### src/rtl/chained_period_timer.sv
`timescale 1ns/1ps
module chained_period_timer #(
  parameter int NCH = 4,
  parameter int W   = 32,
  parameter int AW  = 8
) (
  input  logic          clk,
  input  logic          rst_n,
  input  logic          tick,
  input  logic          wr_en,
  input  logic          rd_en,
  input  logic [AW-1:0] addr,
  input  logic [W-1:0]  wdata,
  output logic [W-1:0]  rdata,
  output logic          irq
);
  localparam int RW = AW - 4;
  localparam logic [AW-1:0] A_MCTL = AW'(0);
  localparam logic [AW-1:0] A_LHI  = AW'(4);
  localparam logic [AW-1:0] A_LLO  = AW'(8);

  logic [W-1:0]   load_q [NCH];
  logic [W-1:0]   cnt_q  [NCH];
  logic [NCH-1:0] run_q, ie_q, link_q, flag_q;
  logic           halt_q;
  logic [W-1:0]   snap_q;

  logic [NCH-1:0] adv, expire, hit, wr_load, wr_ctl, wr_clr, restart;

  always_comb begin
    logic prev;
    prev = 1'b0;
    for (int i = 0; i < NCH; i++) begin
      adv[i]    = run_q[i] && !halt_q && (link_q[i] ? prev : tick);
      expire[i] = adv[i] && (cnt_q[i] == '0);
      prev      = expire[i];
    end
  end

  always_comb begin
    for (int i = 0; i < NCH; i++) begin
      hit[i]     = addr[AW-1:4] == RW'(i + 1);
      wr_load[i] = wr_en && hit[i] && addr[3:2] == 2'd0;
      wr_ctl[i]  = wr_en && hit[i] && addr[3:2] == 2'd2;
      wr_clr[i]  = wr_en && hit[i] && addr[3:2] == 2'd3 && wdata[0];
      restart[i] = wr_ctl[i] && wdata[0] && !run_q[i];
    end
  end

  always_ff @(posedge clk) begin
    if (!rst_n) begin
      halt_q <= 1'b0;
      snap_q <= '0;
      run_q  <= '0;
      ie_q   <= '0;
      link_q <= '0;
      flag_q <= '0;
      for (int i = 0; i < NCH; i++) begin
        load_q[i] <= '0;
        cnt_q[i]  <= '0;
      end
    end else begin
      if (wr_en && addr == A_MCTL) halt_q <= wdata[0];
      if (rd_en && addr == A_LHI)  snap_q <= cnt_q[0];
      for (int i = 0; i < NCH; i++) begin
        if (wr_load[i]) load_q[i] <= wdata;
        if (wr_ctl[i]) begin
          run_q[i]  <= wdata[0];
          ie_q[i]   <= wdata[1];
          link_q[i] <= (i != 0) && wdata[2];
        end
        if (restart[i])   cnt_q[i] <= load_q[i];
        else if (adv[i])  cnt_q[i] <= expire[i] ? load_q[i] : cnt_q[i] - W'(1);
        if (expire[i])      flag_q[i] <= 1'b1;
        else if (wr_clr[i]) flag_q[i] <= 1'b0;
      end
    end
  end

  always_comb begin
    rdata = '0;
    if (addr == A_MCTL) rdata[0] = halt_q;
    if (addr == A_LHI)  rdata = cnt_q[1];
    if (addr == A_LLO)  rdata = snap_q;
    for (int i = 0; i < NCH; i++) begin
      if (hit[i]) begin
        case (addr[3:2])
          2'd0: rdata = load_q[i];
          2'd1: rdata = cnt_q[i];
          2'd2: rdata = {{(W-3){1'b0}}, link_q[i], ie_q[i], run_q[i]};
          default: rdata = {{(W-1){1'b0}}, flag_q[i]};
        endcase
      end
    end
  end

  assign irq = |(flag_q & ie_q);

  assert_ch0_step_R1: assert property (@(posedge clk) disable iff (!rst_n)
    (run_q[0] && !halt_q && tick && !wr_en && cnt_q[0] != '0) |=> cnt_q[0] == $past(cnt_q[0] - W'(1)));

  assert_irq_quiet_R7: assert property (@(posedge clk) disable iff (!rst_n)
    (!wr_en && expire == '0 && !irq) |=> !irq);

  for (genvar g = 0; g < NCH; g++) begin : g_chk
    assert_flag_on_expiry_R1: assert property (@(posedge clk) disable iff (!rst_n)
      expire[g] |=> flag_q[g]);
    assert_halt_freeze_R8: assert property (@(posedge clk) disable iff (!rst_n)
      (halt_q && !wr_en) |=> $stable(cnt_q[g]));
    assert_tick_only_R9: assert property (@(posedge clk) disable iff (!rst_n)
      (!tick && !wr_en) |=> $stable(cnt_q[g]));
  end
endmodule

### config.mk
export PLATFORM = sky130hd
export DESIGN_NAME = chained_period_timer
export DESIGN_NICKNAME = d
export VERILOG_FILES = /design/src/rtl/chained_period_timer.sv
export SDC_FILE = /design/constraint.sdc
export NUM_CORES = 1
export LEC_CHECK = 0
export BUFFER_PORTS_ARGS = -buffer_cell sky130_fd_sc_hd__buf_4
export CAP_MARGIN = 10
export CORE_ASPECT_RATIO = 0.8
export CORE_UTILIZATION = 56
export CTS_BUF_LIST = sky130_fd_sc_hd__clkbuf_8
export DETAILED_ROUTE_END_ITERATION = 10
export PLACE_DENSITY = 0.77
export SETUP_SLACK_MARGIN = 0.15
export SLEW_MARGIN = 20
export SYNTH_ARGS = -nofsm -noshare
export SYNTH_HDL_FRONTEND = slang
export SYNTH_SLANG_ARGS = --single-unit
### constraint.sdc
create_clock -name clk -period 8.7 [get_ports clk]
set_input_delay 2.61 -clock clk [delete_from_list [all_inputs] [get_ports clk]]
set_output_delay 2.61 -clock clk [all_outputs]
set_load 0.1 [all_outputs]
==> results of run 1 <==
==> sequential cells by signal, indices dropped and copies added (netlist names) <==
name / cells
run_q: 4
cnt_q: 128
flag_q: 4
halt_q: 1
load_q: 128
ie_q: 4
snap_q: 32
link_q: 3
==> layer usage <==
| layer | vias to the layer above | wire [um] | GRT usage (%) |
|---|---|---|---|
| met1 | 6866 | 21750 | 48.39 |
| li1 | 6230 | - | - |
| met2 | 833 | 23860 | 50.54 |
| met5 | - | 0 | 0 |
| met4 | 0 | 2039 | 12.97 |
| met3 | 144 | 4700 | 4.363 |
==> cells in the final DEF, fill, tap and decap left out, types with 4 or more instances in the layout <==
cell type,synthesis,final
or3_1,14,14
o21ai_4,0,4
dfxtp_1,48,48
or2_2,6,6
inv_1,42,67
clkbuf_8,0,57
a22o_1,9,9
nand2b_1,8,8
clkinv_1,0,4
nor2b_1,6,4
nor2_1,178,176
o22ai_2,17,17
or4_1,17,17
and2_1,130,130
nor3_1,35,35
a21oi_1,87,87
mux2_2,7,7
clkinv_2,0,4
ha_1,6,6
nor4_1,32,32
o21ai_1,1,26
xnor2_1,70,70
mux2i_1,70,70
nand3b_1,11,11
nand2_1,127,127
a211oi_2,7,7
xor2_1,39,39
a311oi_1,6,6
nor4b_1,4,4
a211oi_1,58,58
a22oi_1,32,32
o21ai_0,58,28
edfxtp_1,256,256
nand4_1,7,7
nand3_1,15,15
mux4_2,29,29
o22a_1,25,25
o22ai_1,27,27
buf_16,0,4
buf_4,0,110
==> worst max-delay path: stages <==
cell and delay [ps]:
buf_4 110, buf_4 260, nor2_1 220, nand3_1 650
buf_4 450, o22ai_1 270, a221oi_1 100, o31ai_2 120
buf_4 360
==> kinds of logic after synthesis <==
family | share of synthesized area (%)
xor+xnor | 5.490
fa+ha+maj | 0.4317
mux | 8.390
simple gates | 17.80
buf+inv | 3.627
compound gates | 14.52
flops | 49.74
==> worst max-delay path by stage <==
stage | start | to | slack [ps] | cells after the start
finish | addr[4] | rdata[31] | 940 | 9
global route | addr[4] | rdata[31] | 910 | 9
detailed placement | addr[4] | rdata[31] | 1060 | 9
global placement | addr[5] | rdata[2] | 1110 | 8
floorplan | addr[2] | rdata[28] | 160 | 7
CTS | addr[4] | rdata[31] | 1040 | 9
==> metrics by stage <==
step / cell area, um^2 / worst slack (ps)
3_5_place_dp: 18380 / 1055
3_3_place_gp: 18380 / 1111
6_report: 19500 / 935.3
5_1_grt: 19500 / 911.6
4_1_cts: 19390 / 1045
2_1_floorplan: 17400 / 157.4
==> cell type report <==
cell class,count,area [um^2]
Fill cell,2453,10950
Sequential cell,304,8648
Multi-Input combinational cell,1192,8209
Timing Repair Buffer,116,967.2
Clock buffer,57,784.5
Tap cell,413,516.7
Clock inverter,36,219.0
Inverter,42,157.7
==> where the power goes <==
part	switching (mW)	total, mW	internal, mW	leakage (nW)
sequential	0.0580	1.69	1.63	2.93
clock	0.600	1.29	0.685	0.607
combinational	0.203	0.311	0.108	3.28
total	0.861	3.29	2.43	6.81
==> impl_metrics.py, run 1 <==
metrics = {
    "run": {
        "cap_viol_max_count": 0,
    },
    "sta": {
        "slew_headroom_pct": 22.52,
        "hold_violations": 0,
        "skew_ps": 24.92,
        "whs_ps": 459.3,
        "tightest_slew_ps": 1152,
        "fin_tns_setup_ps": 0,
        "rsz0062_at_grt": "false",
        "setup_viol": 0,
        "final_max_slew_viol_count": 0,
        "period_minus_slack_ps": 7765,
        "fmax_ghz": 0.1288,
        "fin_crit_sh_pct": 89.25,
    },
    "critical_path": {
        "worstPathMaxFanout": 31,
        "reg2reg_depth": 9,
        "rr_endpoint": "cnt_q[2][2]",
        "crit_required_ps": 6090,
        "end_kind": "output port",
        "cp.arrival_ps": 5150,
        "r2r_setup_slack_ps": 3930,
        "r2r-start": "cnt_q[0][8]",
        "crit_type": "primary input to output port",
        "worstSetupStartpointType": "primary input",
    },
    "clock_network": {
        "post_cts_resize_count": 0,
        "postCtsHoldBufs": 0,
        "cts_tree": "done",
        "clk_latency_ps": 610,
        "htree_levels": 2,
        "clkSlewWorstSetupHoldPaths_ps": 60,
        "cts_setup_buffers": 0,
        "clock_path_buffers": 3,
        "clock_sinks": 304,
        "cts_root_buffer": "clkbuf_8",
        "numCtsBuffers": 51,
    },
    "power_and_ir_drop": {
        "ir_drop_mv": 0.1276,
        "leakagePower_nw": 6.812,
        "p_per_area_nw_per_um2": 168.5,
        "finalPower_mw": 3.286,
    },
    "logic_synthesis": {
        "synth_fp_nets": 1698,
        "synthDistinctLibCells": 71,
        "synth_edf_count": 256,
        "syn_area_per_cell_um2": 10.56,
        "synthesis.area_um2": 17390,
        "yosysSeqAreaShare_pct": 49.74,
        "ys_warn_count": 0,
        "synth_top_area_cell": "edfxtp_1",
        "synth-seq-cells": 304,
        "yosysMostFrequentCell": "edfxtp_1",
        "synth_cells": 1647,
        "async_flop_share_pct": 0,
        "yosysTopAreaCellShare_pct": 44.21,
        "synthTopCellsByArea": "edfxtp_1 44%, dfxtp_1 5.5%, and2_1 4.7%",
        "synth_common_cells": "256 x edfxtp_1, 178 x nor2_1, 130 x and2_1, 127 x nand2_1, 87 x a21oi_1",
        "synth_ff_type": "edfxtp_1",
    },
    "detailed_routing": {
        "wl_um": 52360,
        "drcViolationCount": 0,
        "drt_pass1_iterations": 8,
        "wire_per_inst_um": 24.24,
        "vias": 14073,
        "drt_iter0_markers": 1984,
        "via_per_inst": 6.515,
        "ant_nets": 0,
    },
    "global_routing": {
        "grt_pass1_wl_um": 79810,
        "grt_max_degree": 60,
        "grt_remaining_overflow": 0,
        "grtUsageTotal_pct": 33.26,
        "antenna_found_initial": 0,
        "grt_pass1_vias": 13273,
    },
    "floorplanning": {
        "rows": 57,
        "die_w_um": 199.0,
        "core-area_um2": 30450,
        "ios": 78,
        "start_util_pct": 57.10,
        "die_h_um": 159.6,
        "dieArea_um2": 31760,
    },
    "status": {
        "status": "finished, final reports clean",
    },
    "cells_and_area": {
        "stdcell_count": 2160,
        "fin_nets": 1758,
        "syn_to_final_growth_pct": 12.16,
        "antennaDiodeCount": 0,
        "layout-drive-gt1-share_pct": 15.68,
        "postLayoutCoreUtil_pct": 64.04,
    },
    "placement": {
        "io_buffer_count": 77,
        "place_hpwl_um": 36810,
        "dp_cells": 2063,
        "gp_congestion": 1.013,
    },
    "worst_hold_path": {
        "min_to": "snap_q[11]",
        "holdPathStages": 2,
        "hold_class": "register to register",
        "hp-start": "snap_q[11]",
    },
}
Note: power is estimated with default switching activity, not from simulation.
==> run 2: changes to the inputs <==
- CORE_MARGIN: unset -> 2
==> impl_metrics.py, run 2 (synthesis gave the netlist of run 1 again) <==
metrics = {
    "floorplanning": {
        "rows": 57,
        "ios": 78,
        "core-area_um2": 30450,
        "die_h_um": 161.6,
        "start_util_pct": 57.10,
        "die_w_um": 201.0,
        "dieArea_um2": 32480,
    },
    "global_routing": {
        "grtUsageTotal_pct": 32.16,
        "grt_pass1_wl_um": 79960,
        "grt_max_degree": 60,
        "grt_remaining_overflow": 0,
        "grt_pass1_vias": 13297,
        "antenna_found_initial": 0,
    },
    "detailed_routing": {
        "wire_per_inst_um": 24.20,
        "ant_nets": 0,
        "drt_pass1_iterations": 6,
        "drt_iter0_markers": 1880,
        "vias": 14073,
        "via_per_inst": 6.521,
        "wl_um": 52220,
        "drcViolationCount": 0,
    },
    "worst_hold_path": {
        "holdPathStages": 2,
        "min_to": "snap_q[18]",
        "hp-start": "snap_q[18]",
        "hold_class": "register to register",
    },
    "sta": {
        "period_minus_slack_ps": 7898,
        "tightest_slew_ps": 1133,
        "fin_crit_sh_pct": 90.78,
        "rsz0062_at_grt": "false",
        "skew_ps": 27.13,
        "slew_headroom_pct": 23.74,
        "setup_viol": 0,
        "hold_violations": 0,
        "setup_ws_ps": 801.7,
        "fmax_ghz": 0.1266,
        "final_max_slew_viol_count": 0,
        "whs_ps": 462.4,
        "fin_tns_setup_ps": 0,
    },
    "status": {
        "status": "finished, final reports clean",
    },
    "clock_network": {
        "cts_tree": "done",
        "post_cts_resize_count": 0,
        "htree_levels": 2,
        "cts_setup_buffers": 0,
        "postCtsHoldBufs": 0,
        "clock_sinks": 304,
        "clock_path_buffers": 3,
        "cts_root_buffer": "clkbuf_8",
        "numCtsBuffers": 51,
        "clk_latency_ps": 620,
        "clkSlewWorstSetupHoldPaths_ps": 60,
    },
    "cells_and_area": {
        "fillers": 2463,
        "layout-drive-gt1-share_pct": 15.70,
        "largestRegisters": "cnt_q x128, load_q x128, snap_q x32",
        "final_cell_mix": "256 x edfxtp_1, 175 x nor2_1, 130 x and2_1, 127 x nand2_1, 104 x buf_4",
        "postLayoutCoreUtil_pct": 63.85,
        "antennaDiodeCount": 0,
        "fin_nets": 1753,
        "final_common_cell": "edfxtp_1",
        "syn_to_final_growth_pct": 11.82,
    },
    "critical_path": {
        "startpoint": "addr[4]",
        "cp_slowest_stage_delay_ps": 620,
        "end_kind": "output port",
        "rr_endpoint": "cnt_q[2][1]",
        "crit_type": "primary input to output port",
        "crit_top_cell": "buf_4",
        "worstSetupStartpointType": "primary input",
        "r2r_setup_slack_ps": 3950,
        "slowest_stage": "or4b_2",
        "cp.arrival_ps": 5290,
        "r2r-start": "cnt_q[0][8]",
        "cp_top_family": "simple AND/OR/NAND/NOR gates",
        "crit_required_ps": 6090,
        "reg2reg_depth": 9,
        "worstPathMaxFanout": 32,
        "path_cells": "buf_4 -> or4b_2 -> buf_4 -> or2_2 -> o22ai_1 -> a21oi_1 -> o22ai_1 -> buf_4",
        "cp_num_buf_inv": 3,
    },
    "power_and_ir_drop": {
        "p_per_area_nw_per_um2": 166.0,
        "ir_drop_mv": 0.1058,
        "leakagePower_nw": 6.739,
    },
    "placement": {
        "place_hpwl_um": 36860,
        "dp_slack_ps": 867.3,
        "gp_congestion": 0.9772,
        "io_buffer_count": 77,
    },
    "run": {
        "cap_viol_max_count": 0,
    },
}
-- run 2: cell count changes in the layout (fill, tap and decap cells not counted), moves of 2 or more --
| cell | change |
|---|---|
| clkinv_2 | +3 |
| clkinv_1 | +8 |
| buf_4 | -6 |
| bufinv_16 | -3 |
| inv_1 | -9 |
| clkinvlp_4 | +2 |
-- run 2: where the power goes --
group	switching, mW	leakage, nW	internal, mW	total, mW
clock	0.618	0.553	0.611	1.23
combinational	0.201	3.26	0.108	0.309
sequential	0.0584	2.93	1.63	1.69
-- run 2: per-layer routing --
layer,global-route usage [%],vias up,routed length [um]
li1,-,6224,-
met5,0,-,0
met4,13.80,0,2426
met3,5.650,159,5552
met2,49.18,934,23440
met1,45.42,6756,20800
-- run 2: worst max path at each step --
stage | cells after the start | slack (ps) | end
2_1_floorplan | 7 | 160 | rdata[28]
3_3_place_gp | 8 | 950 | rdata[2]
3_5_place_dp | 8 | 870 | rdata[2]
4_1_cts | 8 | 860 | rdata[2]
5_1_grt | 8 | 680 | rdata[2]
6_report | 8 | 800 | rdata[2]
-- run 2: area by class of cell --
cell class,count,area [um^2],share of cell area [%]
inverter,42,157.7,0.8108
clock inverter,38,163.9,0.8430
clock buffer,58,798.3,4.106
timing repair buffer,111,942.2,4.846
multi-input combinational,1192,8217,42.26
tap,413,516.7,2.658
sequential,304,8648,44.48
-- run 2: worst reg2reg max path, stage by stage, from the launching register on --
cell	delay (ps)
edfxtp_1	510
nor4_1	1000
nor4b_1	510
and4_1	450
o2111ai_2	290
nand2_2	310
o21ai_2	90
buf_4	280
nand2_1	590
buf_4	400
-- run 2: metrics by stage --
stage                     power, mW  instance area (um^2)  cells
final                         3.227                 19440   2158
after global routing          3.319                 19440   2158
after CTS                     3.222                 19320   2154
after detailed placement      2.016                 18360   2058
after global placement        2.009                 18360   2058
after floorplan               1.897                 17400   1647
==> run 3: changes to the inputs <==
- RECOVER_POWER: unset -> 25
==> impl_metrics.py, run 3 (synthesis gave the netlist of run 1 again) <==
metrics = {
    "cells_and_area": {
        "largestRegisters": "cnt_q x128, load_q x128, snap_q x32",
        "antennaDiodeCount": 0,
        "final_area_um2": 19330,
        "final_common_cell": "edfxtp_1",
        "layout-drive-gt1-share_pct": 14.96,
        "fin_nets": 1753,
        "final_cell_mix": "256 x edfxtp_1, 176 x nor2_1, 128 x nand2_1, 100 x buf_4, 98 x and2_1",
        "syn_to_final_growth_pct": 11.16,
    },
    "sta": {
        "skew_ps": 29.40,
        "hold_violations": 0,
        "whs_ps": 460.0,
        "period_minus_slack_ps": 8080,
        "final_max_slew_viol_count": 96,
        "slew_headroom_pct": -83.78,
        "rsz0062_at_grt": "false",
        "fin_crit_sh_pct": 92.88,
        "fmax_ghz": 0.1238,
        "tightest_slew_ps": 2728,
        "setup_ws_ps": 619.9,
        "setup_viol": 0,
        "fin_tns_setup_ps": 0,
    },
    "global_routing": {
        "antenna_found_initial": 0,
        "grt_pass1_vias": 13297,
        "grt_max_degree": 60,
        "grt_remaining_overflow": 0,
        "grt_pass1_wl_um": 79960,
        "grtUsageTotal_pct": 32.16,
    },
    "clock_network": {
        "cts_setup_buffers": 0,
        "postCtsHoldBufs": 0,
        "clock_sinks": 304,
        "clkSlewWorstSetupHoldPaths_ps": 60,
        "htree_levels": 2,
        "cts_tree": "done",
        "clk_latency_ps": 620,
        "numCtsBuffers": 51,
        "post_cts_resize_count": 0,
        "clock_path_buffers": 3,
        "cts_root_buffer": "clkbuf_8",
    },
    "floorplanning": {
        "start_util_pct": 57.10,
        "rows": 57,
        "ios": 78,
        "die_h_um": 161.6,
        "dieArea_um2": 32480,
        "core-area_um2": 30450,
        "die_w_um": 201.0,
    },
    "detailed_routing": {
        "ant_nets": 0,
        "wire_per_inst_um": 24.25,
        "drt_pass1_iterations": 6,
        "via_per_inst": 6.481,
        "drt_iter0_markers": 1775,
        "wl_um": 52330,
        "drcViolationCount": 0,
        "vias": 13985,
    },
    "run": {
        "cap_viol_max_count": 5,
    },
    "critical_path": {
        "worstPathMaxFanout": 32,
        "crit_required_ps": 6090,
        "slowest_stage": "or2_2",
        "cp.arrival_ps": 5470,
        "cp_slowest_stage_delay_ps": 660,
        "crit_type": "primary input to output port",
        "end_kind": "output port",
        "path_cells": "buf_4 -> or4b_2 -> clkbuf_1 -> or2_2 -> o22ai_1 -> a21oi_1 -> o22ai_1 -> buf_4",
        "worstSetupStartpointType": "primary input",
    },
    "power_and_ir_drop": {
        "leakagePower_nw": 6.663,
        "p_per_area_nw_per_um2": 166.7,
        "ir_drop_mv": 0.1060,
    },
    "placement": {
        "io_buffer_count": 77,
        "dp_slack_ps": 867.3,
        "gp_congestion": 0.9772,
        "place_hpwl_um": 36860,
        "placed_area_um2": 18360,
    },
    "status": {
        "status": "finished with violations",
        "failed_checks": "max-capacitance violations, max-slew violations",
    },
    "worst_hold_path": {
        "hold_class": "register to register",
    },
}
[run 3: cell count changes in the layout (fill, tap and decap cells not counted), sizes merged]
cell,previous run,this run
clkbuf,58,64
buf,111,105
[run 3: metal layers]
layer  GRT usage [%]  wire, um  vias up
met4           13.80      2394        0
met2           49.18     23530      899
met3           5.650      5439      158
li1                -         -     6226
met1           45.42     20970     6702
met5               0         0        -
[run 3: path summary, 6_finish.rpt]
| check | slack [ps] | to | cells past startpoint | start |
|---|---|---|---|---|
| worst max-delay path | 620 | rdata[2] | 8 | addr[4] |
| worst min-delay path | 460 | snap_q[27] | 2 | snap_q[27] |
| worst max register to register | 3710 | cnt_q[2][1] | 9 | cnt_q[0][8] |
| worst min register to register | 460 | snap_q[27] | 2 | snap_q[27] |
[run 3: report_power, final]
group          total, mW  internal, mW  leakage [nW]  switching [mW]
registers           1.69          1.63          2.93          0.0585
clock network       1.23         0.611         0.553           0.616
logic              0.304         0.105          3.18           0.200
[run 3: layout make-up]
cell class,instances,area [um^2]
clock inverters,38,163.9
flip-flops and latches,304,8648
clock buffers,58,798.3
inverters,42,157.7
well taps,413,516.7
multi-input cells,1192,8164
fillers,2489,11120
repair buffers,111,879.6
[run 3: per-stage QoR]
stage / instances / util, % / power [mW]
floorplan: 1647 / - / 1.897
global placement: 2058 / 60.29 / 2.009
detailed placement: 2058 / 60.29 / 2.016
CTS: 2154 / 63.45 / 3.222
global route: 2158 / 63.47 / 3.315
finish: 2158 / 63.47 / 3.223
[run 3: critical path, delay by kind of cell]
family,cells,cell delay (ps)
AND/OR/NAND/NOR,2,1280
buffers and inverters,3,1050
AO/OA/AOI/OAI,3,520
